[src/rtl/cop_dispatch_pkg.sv]
package cop_dispatch_pkg;
  localparam int INSN_W = 32;
  localparam int PRI_W  = 6;
  localparam int EXT_W  = 10;

  typedef enum logic [1:0] {
    CLS_AUTO   = 2'd0,
    CLS_BLOCK  = 2'd1,
    CLS_NONBLK = 2'd2,
    CLS_RSVD   = 2'd3
  } cls_e;

  typedef struct packed {
    logic             vld;
    logic [PRI_W-1:0] pri;
    logic [EXT_W-1:0] ext;
    cls_e             cls;
    logic             wb;
  } ent_t;

  localparam int ENT_W = $bits(ent_t);
endpackage

[src/rtl/cop_match_table.sv]
module cop_match_table
  import cop_dispatch_pkg::*;
#(
  parameter int                       NUM_UDI   = 4,
  parameter logic [NUM_UDI*ENT_W-1:0] RST_TABLE = '0,
  localparam int                      IDX_W     = $clog2(NUM_UDI)
) (
  input  logic             clk_i,
  input  logic             rst_ni,
  input  logic             cfg_we_i,
  input  logic [IDX_W-1:0] cfg_idx_i,
  input  ent_t             cfg_wdata_i,
  input  logic [PRI_W-1:0] pri_i,
  input  logic [EXT_W-1:0] ext_i,
  output logic             hit_o,
  output cls_e             cls_o,
  output logic             wb_o
);
  logic [NUM_UDI-1:0] match;
  logic [NUM_UDI-1:0] wb_v;
  cls_e               cls_v [NUM_UDI];

  for (genvar g = 0; g < NUM_UDI; g++) begin : g_ent
    ent_t ent_q;
    always_ff @(posedge clk_i or negedge rst_ni) begin
      if (!rst_ni)                                 ent_q <= ent_t'(RST_TABLE[g*ENT_W +: ENT_W]);
      else if (cfg_we_i && cfg_idx_i == IDX_W'(g)) ent_q <= cfg_wdata_i;
    end
    assign match[g] = ent_q.vld && (ent_q.pri == pri_i) && (ent_q.ext == ext_i);
    assign cls_v[g] = ent_q.cls;
    assign wb_v[g]  = ent_q.wb;
  end

  assign hit_o = |match;

  // lowest index wins
  always_comb begin
    cls_o = CLS_AUTO;
    wb_o  = 1'b0;
    for (int i = NUM_UDI - 1; i >= 0; i--) begin
      if (match[i]) begin
        cls_o = cls_v[i];
        wb_o  = wb_v[i];
      end
    end
  end
endmodule

[src/rtl/cop_fp_decode.sv]
module cop_fp_decode
  import cop_dispatch_pkg::*;
#(
  parameter int               FP_GROUPS = 4,
  parameter logic [PRI_W-1:0] FP_PRI    = 6'd59,
  localparam int              GRP_W     = $clog2(FP_GROUPS),
  localparam int              PAD_N     = 1 << GRP_W
) (
  input  logic [PRI_W-1:0]     pri_i,
  input  logic [GRP_W-1:0]     grp_i,
  input  logic [FP_GROUPS-1:0] fp_en_i,
  output logic                 hit_o
);
  typedef logic [PAD_N-1:0] pad_t;
  pad_t en_pad;

  assign en_pad = pad_t'(fp_en_i);
  assign hit_o  = (pri_i == FP_PRI) && en_pad[grp_i];
endmodule

[src/rtl/cop_issue_ctrl.sv]
module cop_issue_ctrl
  import cop_dispatch_pkg::*;
#(
  parameter int DATA_W = 32
) (
  input  logic              clk_i,
  input  logic              rst_ni,
  input  logic              claim_i,
  input  cls_e              cls_i,
  input  logic              wb_i,
  input  logic [INSN_W-1:0] insn_i,
  input  logic [DATA_W-1:0] op_a_i,
  input  logic [DATA_W-1:0] op_b_i,
  input  logic              irq_i,
  input  logic              done_i,
  input  logic [DATA_W-1:0] result_i,
  output logic              busy_o,
  output cls_e              busy_cls_o,
  output logic [INSN_W-1:0] insn_o,
  output logic [DATA_W-1:0] op_a_o,
  output logic [DATA_W-1:0] op_b_o,
  output logic              stall_o,
  output logic              irq_hold_o,
  output logic              flush_o,
  output logic              res_valid_o,
  output logic [DATA_W-1:0] res_data_o
);
  logic              busy_q, wb_q;
  cls_e              cls_q;
  logic [INSN_W-1:0] insn_q;
  logic [DATA_W-1:0] a_q, b_q;

  assign flush_o = busy_q && (cls_q == CLS_NONBLK) && irq_i && !done_i;

  always_ff @(posedge clk_i or negedge rst_ni) begin
    if (!rst_ni) begin
      busy_q <= 1'b0;
      wb_q   <= 1'b0;
      cls_q  <= CLS_AUTO;
      insn_q <= '0;
      a_q    <= '0;
      b_q    <= '0;
    end else if (busy_q) begin
      if (done_i || flush_o) busy_q <= 1'b0;
    end else if (claim_i) begin
      busy_q <= 1'b1;
      wb_q   <= wb_i;
      cls_q  <= cls_i;
      insn_q <= insn_i;
      a_q    <= op_a_i;
      b_q    <= op_b_i;
    end
  end

  // a claim while busy is held back by the stall
  assign stall_o     = busy_q && ((cls_q != CLS_AUTO) || claim_i);
  assign irq_hold_o  = busy_q && (cls_q == CLS_BLOCK);
  assign res_valid_o = busy_q && done_i && wb_q;
  assign res_data_o  = res_valid_o ? result_i : '0;
  assign busy_o      = busy_q;
  assign busy_cls_o  = cls_q;
  assign insn_o      = insn_q;
  assign op_a_o      = a_q;
  assign op_b_o      = b_q;
endmodule

[src/rtl/cop_dispatch.sv]
module cop_dispatch
  import cop_dispatch_pkg::*;
#(
  parameter int                       NUM_UDI   = 4,
  parameter int                       FP_GROUPS = 4,
  parameter int                       DATA_W    = 32,
  parameter logic [PRI_W-1:0]         FP_PRI    = 6'd59,
  parameter logic [NUM_UDI*ENT_W-1:0] RST_TABLE =
    {{((NUM_UDI-1)*ENT_W){1'b0}}, ENT_W'({1'b1, 6'd4, 10'd16, 2'd0, 1'b1})},
  localparam int                      IDX_W     = $clog2(NUM_UDI),
  localparam int                      GRP_W     = $clog2(FP_GROUPS)
) (
  input  logic                 clk_i,
  input  logic                 rst_ni,
  input  logic                 dec_valid_i,
  input  logic [INSN_W-1:0]    dec_insn_i,
  input  logic                 cpu_hit_i,
  input  logic [DATA_W-1:0]    dec_op_a_i,
  input  logic [DATA_W-1:0]    dec_op_b_i,
  input  logic [FP_GROUPS-1:0] fp_en_i,
  input  logic                 cfg_we_i,
  input  logic [IDX_W-1:0]     cfg_idx_i,
  input  logic [ENT_W-1:0]     cfg_wdata_i,
  output logic                 claim_o,
  output logic [1:0]           claim_cls_o,
  output logic                 claim_wb_o,
  output logic                 stall_o,
  input  logic                 irq_i,
  output logic                 irq_hold_o,
  output logic                 flush_o,
  output logic                 cop_valid_o,
  output logic [INSN_W-1:0]    cop_insn_o,
  output logic [DATA_W-1:0]    cop_op_a_o,
  output logic [DATA_W-1:0]    cop_op_b_o,
  input  logic                 cop_done_i,
  input  logic [DATA_W-1:0]    cop_result_i,
  output logic                 res_valid_o,
  output logic [DATA_W-1:0]    res_data_o
);
  logic             udi_hit, udi_wb, fp_hit, sel_wb;
  cls_e             udi_cls, sel_cls, busy_cls;
  logic [PRI_W-1:0] pri;

  assign pri = dec_insn_i[INSN_W-1 -: PRI_W];

  cop_match_table #(.NUM_UDI(NUM_UDI), .RST_TABLE(RST_TABLE)) u_tbl (
    .clk_i, .rst_ni, .cfg_we_i, .cfg_idx_i,
    .cfg_wdata_i (ent_t'(cfg_wdata_i)),
    .pri_i       (pri),
    .ext_i       (dec_insn_i[EXT_W:1]),
    .hit_o       (udi_hit),
    .cls_o       (udi_cls),
    .wb_o        (udi_wb)
  );

  cop_fp_decode #(.FP_GROUPS(FP_GROUPS), .FP_PRI(FP_PRI)) u_fp (
    .pri_i   (pri),
    .grp_i   (dec_insn_i[1 +: GRP_W]),
    .fp_en_i,
    .hit_o   (fp_hit)
  );

  // table has precedence over floating-point decode
  assign sel_cls     = udi_hit ? udi_cls : CLS_NONBLK;
  assign sel_wb      = udi_hit && udi_wb;
  assign claim_o     = dec_valid_i && !cpu_hit_i && (udi_hit || fp_hit);
  assign claim_cls_o = claim_o ? 2'(sel_cls) : 2'd0;
  assign claim_wb_o  = claim_o && sel_wb;

  cop_issue_ctrl #(.DATA_W(DATA_W)) u_ctrl (
    .clk_i, .rst_ni,
    .claim_i     (claim_o),
    .cls_i       (sel_cls),
    .wb_i        (sel_wb),
    .insn_i      (dec_insn_i),
    .op_a_i      (dec_op_a_i),
    .op_b_i      (dec_op_b_i),
    .irq_i,
    .done_i      (cop_done_i),
    .result_i    (cop_result_i),
    .busy_o      (cop_valid_o),
    .busy_cls_o  (busy_cls),
    .insn_o      (cop_insn_o),
    .op_a_o      (cop_op_a_o),
    .op_b_o      (cop_op_b_o),
    .stall_o,
    .irq_hold_o,
    .flush_o,
    .res_valid_o,
    .res_data_o
  );
endmodule

[config.mk]
export PLATFORM = sky130hd
export DESIGN_NAME = cop_dispatch
export DESIGN_NICKNAME = d
export VERILOG_FILES = /design/src/rtl/cop_dispatch_pkg.sv /design/src/rtl/cop_match_table.sv /design/src/rtl/cop_fp_decode.sv /design/src/rtl/cop_issue_ctrl.sv /design/src/rtl/cop_dispatch.sv
export SDC_FILE = /design/constraint.sdc
export NUM_CORES = 1
export LEC_CHECK = 0
export CAP_MARGIN = 20
export CORE_MARGIN = 1.5
export CORE_UTILIZATION = 52
export CTS_BUF_LIST = sky130_fd_sc_hd__clkbuf_16
export CTS_CLUSTER_SIZE = 12
export DETAILED_ROUTE_END_ITERATION = 8
export DONT_BUFFER_PORTS = 1
export GPL_ROUTABILITY_DRIVEN = 0
export GPL_TIMING_DRIVEN = 0
export PLACE_DENSITY = 0.67
export SYNTH_ARGS = -nofsm -noshare
export SYNTH_HDL_FRONTEND = slang
export SYNTH_SLANG_ARGS = --single-unit
export TNS_END_PERCENT = 50
[constraint.sdc]
create_clock -name clk_i -period 5.4 [get_ports clk_i]
set_clock_uncertainty 0.1 [all_clocks]
set_input_delay 0.81 -clock clk_i [delete_from_list [all_inputs] [get_ports clk_i]]
set_output_delay 0.81 -clock clk_i [all_outputs]
set_load 0.05 [all_outputs]
==> results of run 1 <==
[path summary, 6_finish.rpt]
path	start	endpoint	slack, ns	cells past startpoint
worst min register to register	u_tbl.g_ent[3].ent_q[19]	u_tbl.g_ent[3].ent_q[19]	0.41	1
max in group asynchronous	rst_ni	u_ctrl.op_a_o[9]	4.20	1
worst max register to register	u_tbl.g_ent[1].ent_q[16]	u_ctrl.insn_o[12]	2.63	8
worst max-delay path	dec_insn_i[31]	stall_o	1.15	8
min in group clk_i	u_tbl.g_ent[3].ent_q[19]	u_tbl.g_ent[3].ent_q[19]	0.41	1
worst min-delay path	rst_ni	u_tbl.g_ent[0].ent_q[7]	0.12	0
[routing by layer]
metal	routed length, µm	share of wire	global-route usage
met5	0	0	0
met4	287	0.014	0.0756
met3	1520	0.074	0.0708
met2	10300	0.50	0.386
met1	8510	0.41	0.306
[registers in the layout, summed over array words and instances (netlist names)]
signal	flops
u_ctrl.wb_q	1
u_tbl.cls_v	8
u_ctrl.op_b_o	32
u_ctrl.insn_o	32
u_ctrl.busy_o	1
u_ctrl.op_a_o	32
u_ctrl.busy_cls_o	2
u_tbl.g_ent.ent_q	72
[final cells by class]
class,count,area share
Timing Repair Buffer,2,0.00373
Sequential cell,180,0.481
Tap cell,216,0.0288
Buffer,38,0.0311
Clock buffer,17,0.0454
Multi-Input combinational cell,350,0.393
Inverter,3,0.00120
Clock inverter,15,0.0165
[kinds of logic (layout without fill, tap and decap cells)]
group | after synthesis | count (layout) | share of synthesized area
DFF | 180 | 180 | 0.531
muxes | 179 | 179 | 0.282
AOI/OAI and AO/OA | 20 | 20 | 0.0193
buffers and inverters | 41 | 75 | 0.0357
xor gates and xnor gates | 64 | 64 | 0.0660
and+or+nand+nor | 87 | 87 | 0.0657
[power breakdown]
part	total, mW	switching [mW]	internal (mW)
logic	0.382	0.170	0.212
clock network	1.22	0.533	0.684
registers	1.74	0.242	1.50
total	3.34	0.946	2.40
[worst max-delay path, delay by kind of cell]
kind                   cells  cell delay (ns)
buffers and inverters      2             0.44
AO/OA/AOI/OAI              3             0.93
XOR/XNOR                   1             0.19
AND/OR/NAND/NOR            2             0.96
[stage by stage]
stage          worst slack (ns)   util  instances  instance area, µm²  hold slack [ns]
2_1_floorplan              1.35      -        571                8490            0.370
3_3_place_gp              0.694  0.549        787                8760            0.385
3_5_place_dp               1.21  0.550        788                8770            0.389
4_1_cts                    1.22  0.588        821                9380           0.0919
5_1_grt                    1.03  0.588        821                9380           0.0917
6_report                   1.15  0.588        821                9380            0.116
[synthesized netlist by cell type]
| library cell | instances |
|---|---|
| xnor2_1 | 16 |
| o211ai_1 | 2 |
| nor4_1 | 6 |
| dfrtp_1 | 176 |
| o31ai_1 | 1 |
| xor2_1 | 48 |
| o31a_1 | 1 |
| a211oi_1 | 1 |
| nor3_1 | 7 |
| dfstp_2 | 4 |
| a2111oi_0 | 2 |
| nand3_1 | 4 |
| clkbuf_1 | 11 |
| nand4_1 | 5 |
| o21ai_1 | 1 |
| buf_2 | 14 |
| nand2_1 | 6 |
| nor2_1 | 3 |
| and4_1 | 4 |
| nand2b_1 | 1 |
| and4b_1 | 1 |
| and3_1 | 3 |
| o2111ai_1 | 3 |
| o22ai_2 | 1 |
| a311oi_1 | 2 |
| inv_1 | 2 |
| o311ai_1 | 1 |
| o21ai_0 | 1 |
| and2_1 | 37 |
| a22oi_1 | 2 |
| or3_1 | 1 |
| a22o_1 | 1 |
| o32ai_1 | 1 |
| nand3b_1 | 3 |
| mux4_2 | 1 |
| inv_2 | 1 |
| buf_8 | 9 |
| nor4_2 | 4 |
| nand4_2 | 1 |
| nor3b_1 | 1 |
| mux2_2 | 80 |
| buf_6 | 4 |
| mux2_4 | 98 |
==> flow_metrics.env, run 1 <==
export IMPL_crit_path_cell_trace="buf_2 -> xor2_1 -> nor4_1 -> nand4_1 -> o22ai_2 -> o311ai_1 -> inv_2 -> o31a_1"
export IMPL_relSlewSlack=0.363
export IMPL_p_leak_nw=4.56
export IMPL_drive_above_1_share=0.415
export IMPL_ys_seq_area_frac=0.531
export IMPL_synthesis_nets=732
export IMPL_avgSynthCellArea_um2=14.9
export IMPL_fmax_mhz=235
export IMPL_grt_pass1_wl_um=29300
export IMPL_dieArea_um2=17100
export IMPL_critPathMaxStageDelay_ns=0.65
export IMPL_pin_count=298
export IMPL_cts_num_sinks=180
export IMPL_regArea_um2=4510
export IMPL_vias_per_cell=5.80
export IMPL_rsz0062_at_grt="no"
export IMPL_clk_latency_ns=0.43
export IMPL_final_hold_viol_count=0
export IMPL_crit_fanout=6
export IMPL_grt_use_total=0.237
export IMPL_synth_cell_type_count=43
export IMPL_start_util=0.532
export IMPL_num_vias=4761
export IMPL_max_vdd_ir_drop_uv=235
export IMPL_worst_pin_slew_ns=0.956
export IMPL_fp_dieH_um=131
export IMPL_yosys_warnings=0
export IMPL_portBuffers=0
export IMPL_hold_path_class="input port to async pin"
export IMPL_drc=0
export IMPL_grt_max_degree=177
export IMPL_fillers=1252
export IMPL_die_w_um=131
export IMPL_synth_top_area_share=0.519
export IMPL_core_um2=15900
export IMPL_p_total_mw=3.34
export IMPL_multi_input_area_um2=3680
export IMPL_overflow=0
export IMPL_clockBufferDepth=2
export IMPL_path_class="input port to primary output"
export IMPL_arrival_ns=3.34
export IMPL_postCtsSetupRepairBufs=0
export IMPL_wl_per_cell_um=25.2
export IMPL_place_hpwl_um=15100
export IMPL_syn_area_um2=8490
export IMPL_syn_instance_count=571
export IMPL_final_common_cell="dfrtp_1"
export IMPL_setup_violations=0
export IMPL_final_cell_mix="dfrtp_1 (176), mux2_4 (98), mux2_2 (80)"
export IMPL_numCtsBuffers=17
export IMPL_cts_tree="yes"
export IMPL_final_max_slew_viol_count=0
export IMPL_status="complete, no violations"
export IMPL_period_share=0.788
export IMPL_fin_crit_ns=4.25
export IMPL_power_density_nw_per_um2=356
export IMPL_ys_seq_elements=180
export IMPL_drtAntennaViolNets=0
export IMPL_drv_cap=0
export IMPL_drt_iter0_drc=281
export IMPL_layout_nets=753
export IMPL_area_delta_synth_final_pct=10.5
export IMPL_synth_area_top_cells="dfrtp_1 (52%), mux2_4 (17%), mux2_2 (11%)"
export IMPL_std_cell_rows=46
export IMPL_crit_path_start_kind="input port"
export IMPL_n_antenna_cell=0
export IMPL_holdBufCountCts=1
export IMPL_grt_pass1_vias=4903
export IMPL_crit_required_ns=4.49
export IMPL_cts_resized=0
export IMPL_setup_tns_ns=0
export IMPL_first_pass_iters=4
export IMPL_wl_um=20700
export IMPL_root_buffer="clkbuf_16"
export IMPL_cp_end_kind="primary output"
export IMPL_cp_slowest_cell="nor4_1"
export IMPL_antenna_found_initial=0
export IMPL_yosysTopAreaCell="dfrtp_1"
export IMPL_path_clk_slew_ns=0.07
export IMPL_cts_max_level=4
Note: power is estimated with default switching activity, not from simulation.
==> run 2, diff against run 1 <==
Settings changed: PLACE_DENSITY 0.67 to 0.7.
Clock period 5.4 ns to 3.6 ns, I/O delays scaled along.
==> run 2 against run 1 <==
Net effect: the flow now finishes with violations (hold timing); setup slack got worse by 0.99 ns; first-iteration DRC count increased by 9.3%; clock power increased by 51%; critical path depth decreased by 5; utilization increased by 0.063 points; power increased by 49%; combinational power increased by 40%; sequential power increased by 51%; via count decreased by 0.82%; sequential share of layout area decreased by 0.051 points; cell area increased by 0.11%; worst hold slack got worse by 0.41 ns; critical endpoint is now res_data_o[26].
==> flow_metrics.env, run 2 (same netlist as run 1, synthesis figures left out) <==
export IMPL_area_delta_synth_final_pct=10.6
export IMPL_wl_per_cell_um=24.9
export IMPL_period_share=0.956
export IMPL_start_util=0.532
export IMPL_rrSetupSlack_ns=1.04
export IMPL_grt_max_degree=181
export IMPL_path_clk_slew_ns=0.07
export IMPL_cts_tree="yes"
export IMPL_relSlewSlack=0.431
export IMPL_fin_crit_ns=3.44
export IMPL_sequentialPowerShare=0.524
export IMPL_layout_nets=752
export IMPL_antenna_found_initial=0
export IMPL_final_cell_mix="dfrtp_1 (176), mux2_4 (98), mux2_2 (80)"
export IMPL_top_register="u_tbl.g_ent.ent_q"
export IMPL_largest_register_ffs=72
export IMPL_pin_count=298
export IMPL_numCtsBuffers=17
export IMPL_fp_dieH_um=131
export IMPL_r2r_end="u_ctrl.insn_o[6]"
export IMPL_grt_pass1_vias=4815
export IMPL_arrival_ns=2.80
export IMPL_p_int_mw=3.60
export IMPL_worst_pin_slew_ns=0.854
export IMPL_fillers=1256
export IMPL_r2r_start="u_tbl.g_ent[3].ent_q[10]"
export IMPL_drtAntennaViolNets=0
export IMPL_clockBufferDepth=2
export IMPL_swShare=0.280
export IMPL_dieArea_um2=17100
export IMPL_status="finished with violations"
export IMPL_n_antenna_cell=0
export IMPL_first_pass_iters=4
export IMPL_rsz0062_at_grt="no"
export IMPL_crit_required_ns=2.96
export IMPL_crit_path_start_kind="flip-flop"
export IMPL_final_hold_viol_count=178
export IMPL_setup_violations=0
export IMPL_postLayoutCellArea_um2=9390
export IMPL_drv_cap=0
export IMPL_place_hpwl_um=15100
export IMPL_reg2reg_depth=8
export IMPL_cts_num_sinks=180
export IMPL_setup_tns_ns=0
export IMPL_max_vdd_ir_drop_uv=503
export IMPL_p_sw_mw=1.40
export IMPL_p_leak_nw=4.55
export IMPL_final_max_slew_viol_count=0
export IMPL_hold_path_class="input port to async pin"
export IMPL_placed_cell_area_um2=8770
export IMPL_multi_input_area_um2=3720
export IMPL_final_common_cell="dfrtp_1"
export IMPL_cts_max_level=4
export IMPL_drive_above_1_share=0.421
export IMPL_violations="hold timing"
export IMPL_portBuffers=0
export IMPL_core_um2=15900
export IMPL_wl_um=20400
export IMPL_crit_fanout=10
export IMPL_num_vias=4722
export IMPL_cp_end_kind="primary output"
export IMPL_hold_slack_ns=-0.290
export IMPL_path_class="flip-flop to primary output"
export IMPL_power_share_clock=0.369
export IMPL_power_density_nw_per_um2=532
export IMPL_vias_per_cell=5.76
export IMPL_regArea_um2=4510
export IMPL_drt_iter0_drc=307
export IMPL_power_frac_comb=0.107
export IMPL_fmax_mhz=291
export IMPL_root_buffer="clkbuf_16"
export IMPL_std_cell_rows=46
export IMPL_drc=0
export IMPL_overflow=0
export IMPL_grt_use_total=0.236
export IMPL_die_w_um=131
export IMPL_clk_latency_ns=0.42
export IMPL_grt_pass1_wl_um=29100
==> run 2: cell types whose count changed in the layout (fill, tap and decap cells not counted), moves of 2 or more <==
cell | before | now
clkinv_2 | 3 | 0
and2_1 | 37 | 35
and2_2 | 0 | 2
clkinvlp_4 | 2 | 4
==> run 2: timing repair <==
action,in CTS,in global routing
endpoints found under the setup margin,4,4
buffers inserted,0,0
pin swaps,0,1
gates resized for setup,5,2
hold endpoints to repair,180,180
==> run 2: area by class of cell <==
class / instances / area share
Buffer: 38 / 0.0310
Clock buffer: 17 / 0.0453
Clock inverter: 15 / 0.0169
Inverter: 3 / 0.00120
Multi-Input combinational cell: 350 / 0.396
Sequential cell: 180 / 0.480
Tap cell: 216 / 0.0288
Timing Repair Buffer: 1 / 0.000799
==> run 2: worst max path at each step <==
stage                                  start              to  cells past startpoint
floorplan                     dec_insn_i[27]  claim_cls_o[1]                      7
global placement              dec_insn_i[29]  claim_cls_o[1]                      7
detailed placement            dec_insn_i[29]         stall_o                      8
CTS                 u_tbl.g_ent[3].ent_q[10]      claim_wb_o                      7
global route         u_tbl.g_ent[2].ent_q[8]  claim_cls_o[0]                      7
finish                         u_ctrl.busy_o  res_data_o[26]                      3
==> run 2: per-stage QoR <==
step	hold WS [ns]	power [mW]	std cells	utilization	setup WS [ns]
after floorplan	0.144	3.04	571	-	0.0915
after global placement	0.151	3.16	787	0.549	-0.498
after detailed placement	0.150	3.19	788	0.550	-0.0377
after CTS	-0.312	5.03	820	0.588	0.00190
after global routing	-0.323	5.21	820	0.589	0.0132
final	-0.290	5.00	820	0.589	0.160
==> run 2: worst max-delay path: stages (launching register included) <==
cell and delay, ns:
dfrtp_1 0.75, and3_1 0.36, clkbuf_1 0.67, and2_1 0.58
==> run 2: metal layers <==
layer / vias up / GRT usage / routed length, µm / part of all wire
met3: 25 / 0.0839 / 1690 / 0.083
met2: 192 / 0.379 / 10000 / 0.49
met4: 0 / 0.0705 / 378 / 0.019
li1: 2045 / - / - / -
met5: - / 0 / 0 / 0
met1: 2460 / 0.302 / 8290 / 0.41
==> run 2: power by group through the flow <==
stage	Combinational [mW]	Sequential [mW]	Clock [mW]
3_3_place_gp	0.516	2.64	0
5_1_grt	0.581	2.64	1.98
2_1_floorplan	0.438	2.61	0
4_1_cts	0.538	2.62	1.88
6_report	0.535	2.62	1.84
3_5_place_dp	0.531	2.65	0
==> run 3, diff against run 2 <==
Settings changed: PLACE_DENSITY 0.7 to 0.65, TNS_END_PERCENT 50 to 100.
Clock period 3.6 ns to 3.55 ns, I/O delays scaled along.
==> run 3 against run 2 <==
Net effect: the run still ends with hold timing left; cell area rose by 0.40%; critical path depth rose by 4; first-iteration DRC count decreased by 30%; sequential cell count is the same; clock power increased by 4%; utilization rose by 0.24 points; non-clock buffer count shrank 1; sequential power about the same.
==> flow_metrics.env, run 3 (same netlist as run 1, synthesis figures left out) <==
export IMPL_status="finished with violations"
export IMPL_violations="hold timing"
export IMPL_std_cell_rows=46
export IMPL_start_util=0.532
export IMPL_area_delta_synth_final_pct=11.1
export IMPL_die_w_um=131
export IMPL_cp_end_kind="primary output"
export IMPL_layout_nets=751
export IMPL_final_hold_viol_count=178
export IMPL_postCtsSetupRepairBufs=0
export IMPL_grt_pass1_vias=4982
export IMPL_num_vias=4637
export IMPL_largest_register_ffs=72
export IMPL_first_pass_iters=4
export IMPL_critical_path_buf_inv_count=1
export IMPL_rsz0062_at_grt="yes"
export IMPL_reg2reg_depth=8
export IMPL_final_common_cell="dfrtp_1"
export IMPL_crit_path_cell_trace="xor2_1 -> nor3_1 -> nand4_2 -> o22ai_2 -> o311ai_2 -> inv_2 -> and2_2"
export IMPL_wl_per_cell_um=24.6
export IMPL_grt_max_degree=181
export IMPL_cts_tree="yes"
export IMPL_crit_path_start_kind="flip-flop"
export IMPL_crit_family="simple AND/OR/NAND/NOR gates"
export IMPL_setup_violations=0
export IMPL_postLayoutCellArea_um2=9430
export IMPL_setup_tns_ns=0
export IMPL_p_leak_nw=4.56
export IMPL_hold_path_class="input port to async pin"
export IMPL_fillers=1259
export IMPL_place_hpwl_um=14900
export IMPL_cts_num_sinks=180
export IMPL_fmax_mhz=291
export IMPL_dieArea_um2=17100
export IMPL_top_register="u_tbl.g_ent.ent_q"
export IMPL_critPathMaxStageDelay_ns=0.54
export IMPL_placed_cell_area_um2=8770
export IMPL_cts_max_level=4
export IMPL_cp_slowest_cell="dfstp_2"
export IMPL_final_max_slew_viol_count=0
export IMPL_wl_um=20100
export IMPL_final_cell_mix="dfrtp_1 (176), mux2_4 (98), mux2_2 (80)"
export IMPL_core_um2=15900
export IMPL_vias_per_cell=5.66
export IMPL_path_clk_slew_ns=0.07
export IMPL_crit_fanout=6
export IMPL_drtAntennaViolNets=0
export IMPL_n_antenna_cell=0
export IMPL_period_share=0.969
export IMPL_p_total_mw=5.12
export IMPL_crit_cells=7
export IMPL_grt_pass1_wl_um=29100
export IMPL_path_class="flip-flop to primary output"
export IMPL_pin_count=298
export IMPL_arrival_ns=2.81
export IMPL_portBuffers=0
export IMPL_numCtsBuffers=17
export IMPL_overflow=0
export IMPL_multi_input_area_um2=3740
export IMPL_fin_crit_ns=3.44
export IMPL_relSlewSlack=0.374
export IMPL_clockBufferDepth=2
export IMPL_drc=0
export IMPL_hold_slack_ns=-0.297
export IMPL_antenna_found_initial=0
export IMPL_drv_cap=0
export IMPL_root_buffer="clkbuf_16"
export IMPL_r2r_start="u_tbl.g_ent[0].ent_q[7]"
export IMPL_regArea_um2=4510
export IMPL_clk_latency_ns=0.42
export IMPL_crit_required_ns=2.92
export IMPL_power_density_nw_per_um2=543
export IMPL_drive_above_1_share=0.425
export IMPL_worst_pin_slew_ns=0.933
export IMPL_fp_dieH_um=131
export IMPL_grt_use_total=0.233
export IMPL_max_vdd_ir_drop_uv=388
export IMPL_r2r_end="u_ctrl.insn_o[12]"
export IMPL_rrSetupSlack_ns=0.97
export IMPL_drt_iter0_drc=215
## run 3: cell count changes in the layout (fill, tap and decap cells not counted), sizes merged
cell and change:
clkinvlp -2, buf -1, bufinv +1, clkinv +4, inv -3
## run 3: where the power goes
group	leakage (nW)	total, mW	switching [mW]	internal, mW
logic	1.96	0.544	0.223	0.321
clock network	0.292	1.92	0.811	1.11
registers	2.32	2.65	0.369	2.28
total	4.56	5.12	1.40	3.72
## run 3: area by class of cell
type                            instances  share of cell area
Sequential cell                       180               0.478
Multi-Input combinational cell        350               0.397
Clock buffer                           17              0.0451
Buffer                                 38              0.0309
Tap cell                              216              0.0287
Clock inverter                         15              0.0191
Inverter                                3             0.00119
## run 3: through the flow
stage,cells,hold slack [ns],util,worst slack (ns)
after floorplan,571,0.137,-,0.0565
after detailed placement,787,0.144,0.550,-0.0962
after global placement,787,0.143,0.549,-0.632
after global routing,819,-0.327,0.591,-0.00354
after CTS,819,-0.315,0.589,-0.000993
final,819,-0.297,0.591,0.110
## run 3: repair_timing
action | in CTS | in global routing
setup endpoints to repair | 4 | 4
gates resized for setup | 5 | 5
hold endpoints to repair | 180 | 180
## run 3: worst max path at each step
| stage | startpoint | end | slack, ns |
|---|---|---|---|
| 2_1_floorplan | dec_insn_i[27] | claim_cls_o[1] | 0.06 |
| 3_3_place_gp | dec_insn_i[31] | claim_cls_o[1] | -0.63 |
| 3_5_place_dp | dec_insn_i[31] | stall_o | -0.1 |
| 4_1_cts | u_tbl.g_ent[3].ent_q[10] | claim_cls_o[0] | -0.001 |
| 5_1_grt | u_tbl.g_ent[3].ent_q[10] | claim_wb_o | -0.004 |
| 6_report | u_tbl.g_ent[0].ent_q[7] | claim_cls_o[0] | 0.11 |
## run 3: per-layer routing
layer | global-route usage | wire, µm | vias to the layer above
met5 | 0 | 0 | -
met4 | 0.0918 | 368 | 0
met3 | 0.0700 | 1470 | 25
met2 | 0.374 | 9880 | 165
met1 | 0.298 | 8430 | 2396
li1 | - | - | 2051
